==> config.mk <==
export PLATFORM = sky130hd
export DESIGN_NAME = gate_qual
export DESIGN_NICKNAME = d
export VERILOG_FILES = /design/src/rtl/gate_qual.sv
export SDC_FILE = /design/constraint.sdc
export NUM_CORES = 1
export LEC_CHECK = 0
export ABC_AREA = 1
export BUFFER_PORTS_ARGS = -buffer_cell sky130_fd_sc_hd__buf_2
export CAP_MARGIN = 25
export CORE_UTILIZATION = 49
export CTS_CLUSTER_DIAMETER = 50
export CTS_CLUSTER_SIZE = 28
export DETAILED_ROUTE_END_ITERATION = 12
export PLACE_DENSITY = 0.84
export SLEW_MARGIN = 20
export SYNTH_ARGS = -nofsm -noshare
export SYNTH_HDL_FRONTEND = slang
export SYNTH_SLANG_ARGS = --single-unit
==> constraint.sdc <==
create_clock -name clk -period 2.65 [get_ports clk]
set_clock_uncertainty 0.15 [all_clocks]
set_input_delay 0 -clock clk [delete_from_list [all_inputs] [get_ports clk]]
set_output_delay 0 -clock clk [all_outputs]
set_load 0.03 [all_outputs]
==> src/rtl/gate_qual.sv <==
module gate_qual #(
  parameter int NUM_ICS   = 6,
  parameter bit HAS_CHAIN = 1'b1,
  localparam int CTL_W    = 2 * NUM_ICS + 4,
  localparam int GRP_BIT  = CTL_W - 2,
  localparam int ENA_BIT  = CTL_W - 1
) (
  input  logic               clk,
  input  logic               rst_n,
  input  logic               ctl_we,
  input  logic [CTL_W-1:0]   ctl_wdata,
  input  logic               chain_we,
  input  logic               chain_wdata,
  input  logic               common_in,
  input  logic               strobe_in,
  input  logic [NUM_ICS-1:0] ics_in,
  input  logic               prev_carry,
  input  logic               prev_gate,
  output logic               qual_out
);

  logic [CTL_W-1:0]   ctl_q;
  logic               chain_q;
  logic [NUM_ICS-1:0] ics_term;
  logic               grp_and, grp_term, com_term, stb_term, own_gate;

  always_ff @(posedge clk) begin
    if (!rst_n)      ctl_q <= '0;
    else if (ctl_we) ctl_q <= ctl_wdata;
  end

  for (genvar k = 0; k < NUM_ICS; k++) begin : g_ics
    assign ics_term[k] = !ctl_q[3+2*k] || (ics_in[k] ^ ctl_q[2+2*k]);
  end

  assign grp_and  = &ics_term;
  assign grp_term = ctl_q[GRP_BIT] ? !grp_and : grp_and;
  assign com_term = !ctl_q[0] || common_in;
  assign stb_term = !ctl_q[1] || strobe_in;
  assign own_gate = ctl_q[ENA_BIT] && com_term && stb_term && grp_term;

  if (HAS_CHAIN) begin : g_chain
    always_ff @(posedge clk) begin
      if (!rst_n)        chain_q <= 1'b0;
      else if (chain_we) chain_q <= chain_wdata;
    end
    assign qual_out = chain_q ? (prev_carry && prev_gate) : own_gate;
  end else begin : g_nochain
    logic unused_chain;
    assign unused_chain = &{1'b0, chain_we, chain_wdata, prev_carry, prev_gate};
    assign chain_q  = 1'b0;
    assign qual_out = own_gate;
  end

endmodule


==> qor.csv, run 1 <==
metric;value;unit
path type of the worst setup path;flop to output port;
cell at the slowest stage of the critical path;sky130_fd_sc_hd__dfxtp_1;
number of stages on the worst hold path;3;
GRT met1 Usage;0.309;
Max-cap violations;0;
GRT Overall Usage;0.271;
crit-path max FO;2;
post-DP HPWL;1.16;mm
power density over the cells;430;nW/µm²
Hold Vio Cnt, Final;0;
core area;1510;µm²
synthesized area;786;µm²
number of buffers created by CTS;3;
worst path bufs/invs;3;
antenna violations before repair;0;
vertical die dimension;42.0;µm
wire length reported by the detailed router;2.18;mm
clock-pin slew of the registers on the worst-case setup and hold paths;100;ps
total I/O pin count;32;
share of the synthesized area in the top cell type;0.433;
leak pwr;0.639;nW
Fill cells;95;
data arrival time at the worst-slack endpoint;1390;ps
register share of total power;0.510;
number of buffers inserted by post-CTS setup repair;0;
number of nets in the layout;208;
clock network fraction of total power;0.252;
met3 usage in global routing;0.0560;
NetSw;0.148;mW
number of buffers between clock root and the deepest sink;2;
Worst Slack Setup Final;1110;ps
remaining global-route overflow;0;
RSZ-0062 raised after global routing;no;
Horiz. Die Dim;42.0;µm
wire length of the first global-routing pass;3.57;mm
number of nets in the synthesized netlist;142;
cell type with the highest aggregate area in the netlist;sky130_fd_sc_hd__dfxtp_1;
Slew headroom;0.762;
share of the yosys chip area belonging to registers;0.433;
H-tree lvl count;1;
most used cell, CP;sky130_fd_sc_hd__nand3_1;
routed len/inst;11.3;µm
area of the multi-input gates;347;µm²
ant diodes;0;
kind of start point of the critical path;flop;
worst slack on hold paths;141;ps
Worst EP required;2500;ps
# port buffers;31;
Gate Count Post-Synth;111;
Post-Place Worst Slack;1460;ps
Worst path depth;9;
switching part of the total;0.267;
Slowest Stage Delay on Critical Path;350;ps
synth warn;0;
area of the die;1770;µm²
routability congestion estimate;0.708;
Sequential Area;340;µm²
mean cell area of the mapped netlist;7.08;µm²
largest net degree at the start of global routing;24;
worst IR drop on VDD;0.410;mV
number of cells traversed by the worst register-to-register path;3;
Worst path top cell family by delay;simple AND/OR/NAND/NOR gates;
clock insertion delay at the later pin of the skew report;290;ps
TritonCTS clock tree;yes;
final setup fails;0;
antenna-violating nets left;0;
Iter 0 DRT Violations;30;
Initial Utilization;0.522;
clock root buffer master;sky130_fd_sc_hd__clkbuf_4;
grt peak-use layer;met2;
via count;953;
worst min path class;input pin to flop;
Max Clk Rate;648;MHz
post-synthesis register bit count;17;
critical path, cell by cell;inv_1 -> nand2_1 -> nand3_1 -> o21ai_0 -> inv_1 -> nand3_1 -> nand3_1 -> nand2_1 -> buf_2;
type of element capturing the critical path;output port;
status;completed;
clock sinks;17;
internal power consumption;0.407;mW
count of cell types in the netlist;16;
FP Rows;14;
worst slew pin tran;357;ps
final-report max-slew violation count;0;
remaining design rule violation count;0;
post-synthesis to final-layout area growth;64.5;%
summed negative setup slack over all endpoints;0;ps
number of cells upsized or downsized after cts;0;
main area contributors after synthesis;sky130_fd_sc_hd__dfxtp_1, sky130_fd_sc_hd__o21ai_0, sky130_fd_sc_hd__nor2_1, sky130_fd_sc_hd__nand2_1, sky130_fd_sc_hd__inv_1;
final critical delay including setup and external delays;1540;ps
per-cell via count in the routed design;4.96;
First-pass DRT Iterations;4;
vias in the first global route;897;
share of final-layout standard cells stronger than drive strength 1;0.250;
met2 Resource Use GR;0.475;
Final Cycle Share;0.582;
portion of total power attributed to combinational logic;0.238;
[path summary, 6_finish.rpt]
kind	slack [ps]	start	to
setup / recovery	1110	ctl_q[6]	qual_out
hold / removal	140	ctl_we	ctl_q[12]
setup reg to reg	1280	ctl_q[5]	ctl_q[5]
hold reg to reg	310	ctl_q[0]	ctl_q[0]
[power groups by stage]
stage | combinational (mW) | sequential (mW) | clock, mW
finish | 0.132 | 0.283 | 0.140
floorplan | 0.0570 | 0.286 | 0
global placement | 0.0822 | 0.288 | 0
global route | 0.147 | 0.285 | 0.156
detailed placement | 0.0847 | 0.289 | 0
CTS | 0.128 | 0.283 | 0.142
[cell usage after synthesis, drive strengths merged]
library cell  instances
nor2                 20
o21ai                19
dfxtp                17
inv                  17
nand2                17
a21oi                 8
nand3                 8
buf                   4
a211oi                1
[placed cells by master (no fill, tap or decap)]
master                          Yosys  routed
sky130_fd_sc_hd__dlygate4sd3_1      0      34
sky130_fd_sc_hd__buf_2              1      31
sky130_fd_sc_hd__nor2_1            19      19
sky130_fd_sc_hd__o21ai_0           17      17
sky130_fd_sc_hd__dfxtp_1           17      17
sky130_fd_sc_hd__nand2_1           14      14
sky130_fd_sc_hd__inv_1             13      13
sky130_fd_sc_hd__a21oi_1            8       8
sky130_fd_sc_hd__nand3_1            6       6
sky130_fd_sc_hd__inv_2              4       4
sky130_fd_sc_hd__nand2_2            3       3
sky130_fd_sc_hd__clkbuf_4           0       3
sky130_fd_sc_hd__nand3_2            2       2
sky130_fd_sc_hd__o21ai_1            2       2
sky130_fd_sc_hd__nor2_4             1       1
sky130_fd_sc_hd__a211oi_1           1       1
sky130_fd_sc_hd__clkbuf_1           0       1
[area by class of cell]
type / instances / share of cell area
well taps: 16 / 0.0155
repair buffers: 65 / 0.383
inverters: 17 / 0.0494
multi-input cells: 73 / 0.268
flip-flops and latches: 17 / 0.263
clock buffers: 4 / 0.0203
[cells by family (layout without fill, tap and decap cells)]
group | after synthesis | count (layout) | share of synthesized area
and+or+nand+nor | 45 | 45 | 0.260
AOI/OAI and AO/OA | 28 | 28 | 0.182
buffers and inverters | 21 | 86 | 0.126
DFF | 17 | 17 | 0.433
[per-layer routing]
metal	vias to the layer above	wire (µm)	share of wire
li1	480	-	-
met1	426	921	0.42
met2	41	1090	0.50
met3	6	115	0.053
met4	0	51	0.023
met5	-	0	0
[flip-flops by register name, indices dropped and copies added (netlist names)]
name / cells
ctl_q: 16
chain_q: 1
[repair_timing]
action                                  4_1_cts  5_1_grt
hold endpoints to repair                     17        0
hold buffers                                 34        0
endpoints found under the setup margin        0        0
[stage by stage]
step | util | cell area (µm²) | total power [mW] | cells
finish | 0.858 | 1290 | 0.555 | 192
floorplan | - | 786 | 0.343 | 111
detailed placement | 0.615 | 926 | 0.373 | 154
global placement | 0.615 | 926 | 0.370 | 154
CTS | 0.858 | 1290 | 0.553 | 192
global route | 0.858 | 1290 | 0.588 | 192
[tightest hold or removal path: stages]
cell and delay [ps]:
sky130_fd_sc_hd__buf_2 190, sky130_fd_sc_hd__inv_2 190, sky130_fd_sc_hd__a21oi_1 160
No activity file was read; power rests on OpenSTA's default activity.
==> inputs of run 2 (changes only) <==
Settings changed: CORE_UTILIZATION 49 to 46, PLACE_DENSITY 0.84 to 0.8.
Clock period 2.65 ns to 1.55 ns, I/O delays scaled along.
==> qor.csv, run 2 (synthesized netlist as in run 1, its figures left out) <==
metric;value;unit;change
share of final-layout standard cells stronger than drive strength 1;0.337;;+0.0871
Hold Vio Cnt, Final;0;;unchanged
RSZ-0062 raised after global routing;yes;;
total I/O pin count;32;;unchanged
register share of total power;0.496;;-0.014
post-DP HPWL;1.25;mm;+8.2%
TritonCTS clock tree;yes;;
Final Cycle Share;1.04;;
H-tree lvl count;1;;unchanged
commonest cells after routing, fill and taps aside;sky130_fd_sc_hd__dlygate4sd3_1, sky130_fd_sc_hd__buf_2, sky130_fd_sc_hd__nor2_1, sky130_fd_sc_hd__o21ai_0;;
routability congestion estimate;0.711;;+0.48%
clock network fraction of total power;0.251;;about the same
remaining global-route overflow;0;;unchanged
total cell area at the placement stage;926;µm²;unchanged
remaining design rule violation count;0;;unchanged
clock-pin slew of the registers on the worst-case setup and hold paths;100;ps;about the same
area of the die;1880;µm²;+6.2%
NetSw;0.279;mW;+88%
GRT met1 Usage;0.264;;-0.0447
post-route design area;1340;µm²;+3.6%
Horiz. Die Dim;43.3;µm;+3.1%
Post-Place Worst Slack;358;ps;-1100 ps
worst flop-to-flop path startpoint;chain_q;;
number of cells traversed by the worst register-to-register path;3;;unchanged
grt peak-use layer;met2;;
Hold Crit Endpoint;ctl_q[4];;
violations in the final reports;negative setup slack;;
switching part of the total;0.282;;+0.0156
antenna-violating nets left;0;;unchanged
number of nets in the layout;210;;+0.96%
type of element capturing the critical path;output port;;
number of flip-flops in the largest register;16;;unchanged
status;finished with violations;;
cell total after placement;154;;unchanged
final setup fails;1;;+1
path type of the worst setup path;flop to output port;;
met3 usage in global routing;0.0417;;-0.0144
final-report max-slew violation count;0;;unchanged
antenna violations before repair;0;;unchanged
worst slew pin tran;361;ps;+4.24 ps
crit-path max FO;2;;unchanged
routed len/inst;13.3;µm;+17%
Max Clk Rate;623;MHz;
Initial Utilization;0.504;;-0.0176
clock insertion delay at the later pin of the skew report;300;ps;about the same
vias in the first global route;944;;+5.2%
# port buffers;31;;unchanged
Worst EP required;1400;ps;-1100 ps
kind of start point of the critical path;flop;;
worst IR drop on VDD;0.664;mV;+62%
post-synthesis to final-layout area growth;70.4;%;
wire length reported by the detailed router;2.58;mm;+18%
endpoint of the worst register-to-register path;chain_q;;
GRT Overall Usage;0.258;;-0.0136
wire length of the first global-routing pass;3.61;mm;+1.1%
number of stages on the worst hold path;3;;unchanged
Worst Slack Setup Final;-55.1;ps;-1160 ps
number of buffers created by CTS;3;;unchanged
number of buffers between clock root and the deepest sink;2;;unchanged
power density over the cells;738;nW/µm²;+72%
Slew headroom;0.759;;-0.00283
Most flops, register;ctl_q;;
worst reg2reg setup slack;140;ps;-1140 ps
largest net degree at the start of global routing;24;;unchanged
leak pwr;0.652;nW;+2.1%
internal power consumption;0.709;mW;+74%
core area;1560;µm²;+3.5%
ant diodes;0;;unchanged
post-layout instance count excluding filler cells;194;;+1.0%
per-cell via count in the routed design;5.22;;+5.1%
First-pass DRT Iterations;4;;unchanged
final critical delay including setup and external delays;1610;ps;
met2 Resource Use GR;0.509;;+0.0341
commonest non-fill, non-tap cell in the layout;sky130_fd_sc_hd__dlygate4sd3_1;;
via count;1012;;+6.2%
clock root buffer master;sky130_fd_sc_hd__clkbuf_4;;
worst min path class;input pin to flop;;
Max-cap violations;0;;unchanged
Hold Crit Start;ctl_we;;
largest registers in the final layout;ctl_q x16, chain_q x1;;
data arrival time at the worst-slack endpoint;1460;ps;+70 ps
clock sinks;17;;unchanged
FP Rows;14;;unchanged
Iter 0 DRT Violations;22;;-27%
portion of total power attributed to combinational logic;0.253;;+0.015
vertical die dimension;43.3;µm;+3.1%
[run 2: cell count changes in the layout (fill, tap and decap cells not counted), moves of 2 or more]
| cell | before | now |
|---|---|---|
| sky130_fd_sc_hd__buf_4 | 0 | 2 |
| sky130_fd_sc_hd__dfxtp_1 | 17 | 11 |
| sky130_fd_sc_hd__dfxtp_2 | 0 | 6 |
| sky130_fd_sc_hd__inv_1 | 13 | 11 |
| sky130_fd_sc_hd__inv_2 | 4 | 6 |
| sky130_fd_sc_hd__nand2_1 | 14 | 9 |
| sky130_fd_sc_hd__nand2_2 | 3 | 8 |
[run 2: layer usage]
layer / wire length [µm] / share of wire / vias to the layer above
met4: 95 / 0.037 / 0
met2: 1400 / 0.54 / 40
met1: 968 / 0.38 / 470
met3: 113 / 0.044 / 13
met5: 0 / 0 / -
li1: - / - / 489
[run 2: worst max path at each step]
stage | start | cells past startpoint | slack [ps] | to
floorplan | ctl_q[8] | 9 | 430 | qual_out
global placement | ctl_q[8] | 10 | 370 | qual_out
detailed placement | ctl_q[6] | 9 | 360 | qual_out
CTS | ctl_q[6] | 9 | 20 | qual_out
global route | ctl_q[6] | 10 | -120 | qual_out
finish | ctl_q[6] | 10 | -60 | qual_out
[run 2: critical path, cell delays in order, from the launching register on]
cell and delay, ps:
sky130_fd_sc_hd__dfxtp_2 360, sky130_fd_sc_hd__inv_2 40, sky130_fd_sc_hd__nand2_2 40, sky130_fd_sc_hd__nand3_1 70
sky130_fd_sc_hd__o21ai_1 100, sky130_fd_sc_hd__inv_1 80, sky130_fd_sc_hd__nand2_1 70, sky130_fd_sc_hd__nand2_1 50
sky130_fd_sc_hd__nand3_1 80, sky130_fd_sc_hd__nand2_1 90, sky130_fd_sc_hd__buf_6 150
[run 2: what timing repair did]
item / 4_1_cts / 5_1_grt
buffers inserted: 0 / 2
endpoints found under the hold margin: 17 / 0
gates resized for setup: 0 / 18
hold buffers: 34 / 0
setup endpoints to repair: 0 / 1
[run 2: power by group through the flow]
stage                     Clock, mW  Combinational [mW]  Sequential (mW)
after floorplan                   0              0.0975            0.490
after global placement            0               0.141            0.492
after detailed placement          0               0.146            0.494
after CTS                     0.240               0.220            0.484
after global routing          0.267               0.272            0.492
final                         0.248               0.250            0.490
[run 2: area by class of cell]
type                            count  area, µm²
Clock buffer                        4       26.3
Multi-Input combinational cell     73        364
Timing Repair Buffer               67        517
Fill cell                          93        220
Sequential cell                    17        348
Inverter                           17       63.8
Tap cell                           16       20.0
[run 2: per-stage QoR]
step	power [mW]	TNS [ps]	hold slack, ps	utilization
2_1_floorplan	0.587	0	-56.5	-
3_3_place_gp	0.633	0	40.2	0.594
3_5_place_dp	0.641	0	50.7	0.594
4_1_cts	0.945	0	104	0.829
5_1_grt	1.03	-122	149	0.859
6_report	0.987	-55.1	129	0.859
==> inputs of run 3 (changes only) <==
Settings changed: RECOVER_POWER set to 25.
==> qor.csv, run 3 (synthesized netlist as in run 1, its figures left out) <==
metric;value;unit;change
number of buffers created by CTS;3;;unchanged
largest registers in the final layout;ctl_q x16, chain_q x1;;
clock root buffer master;sky130_fd_sc_hd__clkbuf_4;;
remaining global-route overflow;0;;unchanged
commonest non-fill, non-tap cell in the layout;sky130_fd_sc_hd__dlygate4sd3_1;;
Worst EP required;1400;ps;about the same
GRT Overall Usage;0.258;;unchanged
antenna-violating nets left;0;;unchanged
worst IR drop on VDD;0.664;mV;about the same
remaining design rule violation count;0;;unchanged
Slew headroom;0.761;;+0.00165
leak pwr;0.652;nW;about the same
Power Total;0.987;mW;about the same
Max-cap violations;0;;unchanged
vias in the first global route;944;;unchanged
data arrival time at the worst-slack endpoint;1460;ps;about the same
Max Clk Rate;623;MHz;about the same
final-report max-slew violation count;0;;unchanged
post-synthesis to final-layout area growth;70.4;%;unchanged
FP Rows;14;;unchanged
Final Cycle Share;1.04;;about the same
per-cell via count in the routed design;5.22;;unchanged
number of buffers between clock root and the deepest sink;2;;unchanged
Most flops, register;ctl_q;;
largest net degree at the start of global routing;24;;unchanged
final critical delay including setup and external delays;1610;ps;+0.174 ps
total cell area at the placement stage;926;µm²;unchanged
Initial Utilization;0.504;;unchanged
type of element capturing the critical path;output port;;
clock-pin slew of the registers on the worst-case setup and hold paths;100;ps;about the same
area of the die;1880;µm²;unchanged
clock sinks;17;;unchanged
wire length reported by the detailed router;2.58;mm;about the same
summed negative setup slack over all endpoints;-55.3;ps;-0.174 ps
commonest cells after routing, fill and taps aside;sky130_fd_sc_hd__dlygate4sd3_1, sky130_fd_sc_hd__buf_2, sky130_fd_sc_hd__nor2_1, sky130_fd_sc_hd__o21ai_0;;
clock insertion delay at the later pin of the skew report;300;ps;about the same
antenna violations before repair;0;;unchanged
Horiz. Die Dim;43.3;µm;unchanged
ant diodes;0;;unchanged
critical path, cell by cell;inv_2 -> nand2_2 -> nand3_1 -> o21ai_1 -> inv_1 -> nand2_1 -> nand2_1 -> nand3_1 -> nand2_1 -> buf_6;;
share of final-layout standard cells stronger than drive strength 1;0.337;;unchanged
post-layout instance count excluding filler cells;194;;unchanged
final setup fails;1;;unchanged
crit-path max FO;2;;unchanged
cell total after placement;154;;unchanged
routed len/inst;13.3;µm;about the same
Post-Place Worst Slack;358;ps;unchanged
worst slack on hold paths;128;ps;-1.09 ps
path type of the worst setup path;flop to output port;;
core area;1560;µm²;unchanged
First-pass DRT Iterations;4;;unchanged
wire length of the first global-routing pass;3.61;mm;unchanged
RSZ-0062 raised after global routing;yes;;
Slowest Stage Delay on Critical Path;360;ps;about the same
cell at the slowest stage of the critical path;sky130_fd_sc_hd__dfxtp_2;;
worst slew pin tran;359;ps;-2.48 ps
Iter 0 DRT Violations;22;;unchanged
post-route design area;1340;µm²;unchanged
violations in the final reports;negative setup slack;;
total I/O pin count;32;;unchanged
# port buffers;31;;unchanged
routability congestion estimate;0.711;;unchanged
via count;1012;;unchanged
number of nets in the layout;210;;unchanged
status;finished with violations;;
worst min path class;input pin to flop;;
TritonCTS clock tree;yes;;
number of flip-flops in the largest register;16;;unchanged
vertical die dimension;43.3;µm;unchanged
power density over the cells;737;nW/µm²;about the same
most used cell, CP;sky130_fd_sc_hd__nand2_1;;
post-DP HPWL;1.25;mm;unchanged
Worst Slack Setup Final;-55.3;ps;-0.174 ps
Hold Vio Cnt, Final;0;;unchanged
kind of start point of the critical path;flop;;
H-tree lvl count;1;;unchanged
end-of-flow core utilization;0.859;;unchanged
==> run 3: cell count changes in the layout (fill, tap and decap cells not counted) <==
cell                      change
sky130_fd_sc_hd__o21ai_0      +1
sky130_fd_sc_hd__o21ai_1      -1
==> run 3: final timing paths <==
path | depth (start not counted) | from | endpoint | slack [ps]
hold reg to reg | 2 | ctl_q[8] | ctl_q[8] | 320
hold / removal | 3 | ctl_we | ctl_q[4] | 130
setup / recovery | 10 | ctl_q[6] | qual_out | -60
setup reg to reg | 3 | chain_q | chain_q | 140
==> run 3: where the power goes <==
part	total [mW]	internal, mW	leakage, nW	switching [mW]
Combinational	0.250	0.138	0.494	0.111
Clock	0.248	0.100	0.0150	0.147
Sequential	0.490	0.470	0.143	0.0199
Total	0.987	0.708	0.652	0.279
==> run 3: what timing repair did <==
item	CTS	global route
hold buffers	34	0
buffers inserted	0	2
endpoints found under the setup margin	0	1
gates resized for setup	0	18
endpoints found under the hold margin	17	0
==> run 3: critical path: cells and delay by family (launching register included) <==
family,cells,cell delay [ps]
AO/OA/AOI/OAI,1,100
buffers and inverters,3,270
flip-flops,1,360
AND/OR/NAND/NOR,6,400
==> run 3: cell type report <==
class                      count  area (µm²)
clock buffer                   4        26.3
sequential                    17         348
inverter                      17        63.8
multi-input combinational     73         364
timing repair buffer          67         517
fill                          93         220
tap                           16        20.0
==> run 3: metal layers <==
metal / part of all wire / GRT usage / vias up
li1: - / - / 489
met1: 0.38 / 0.264 / 470
met2: 0.54 / 0.509 / 40
met3: 0.044 / 0.0417 / 13
met4: 0.037 / 0.106 / 0
met5: 0 / 0 / -
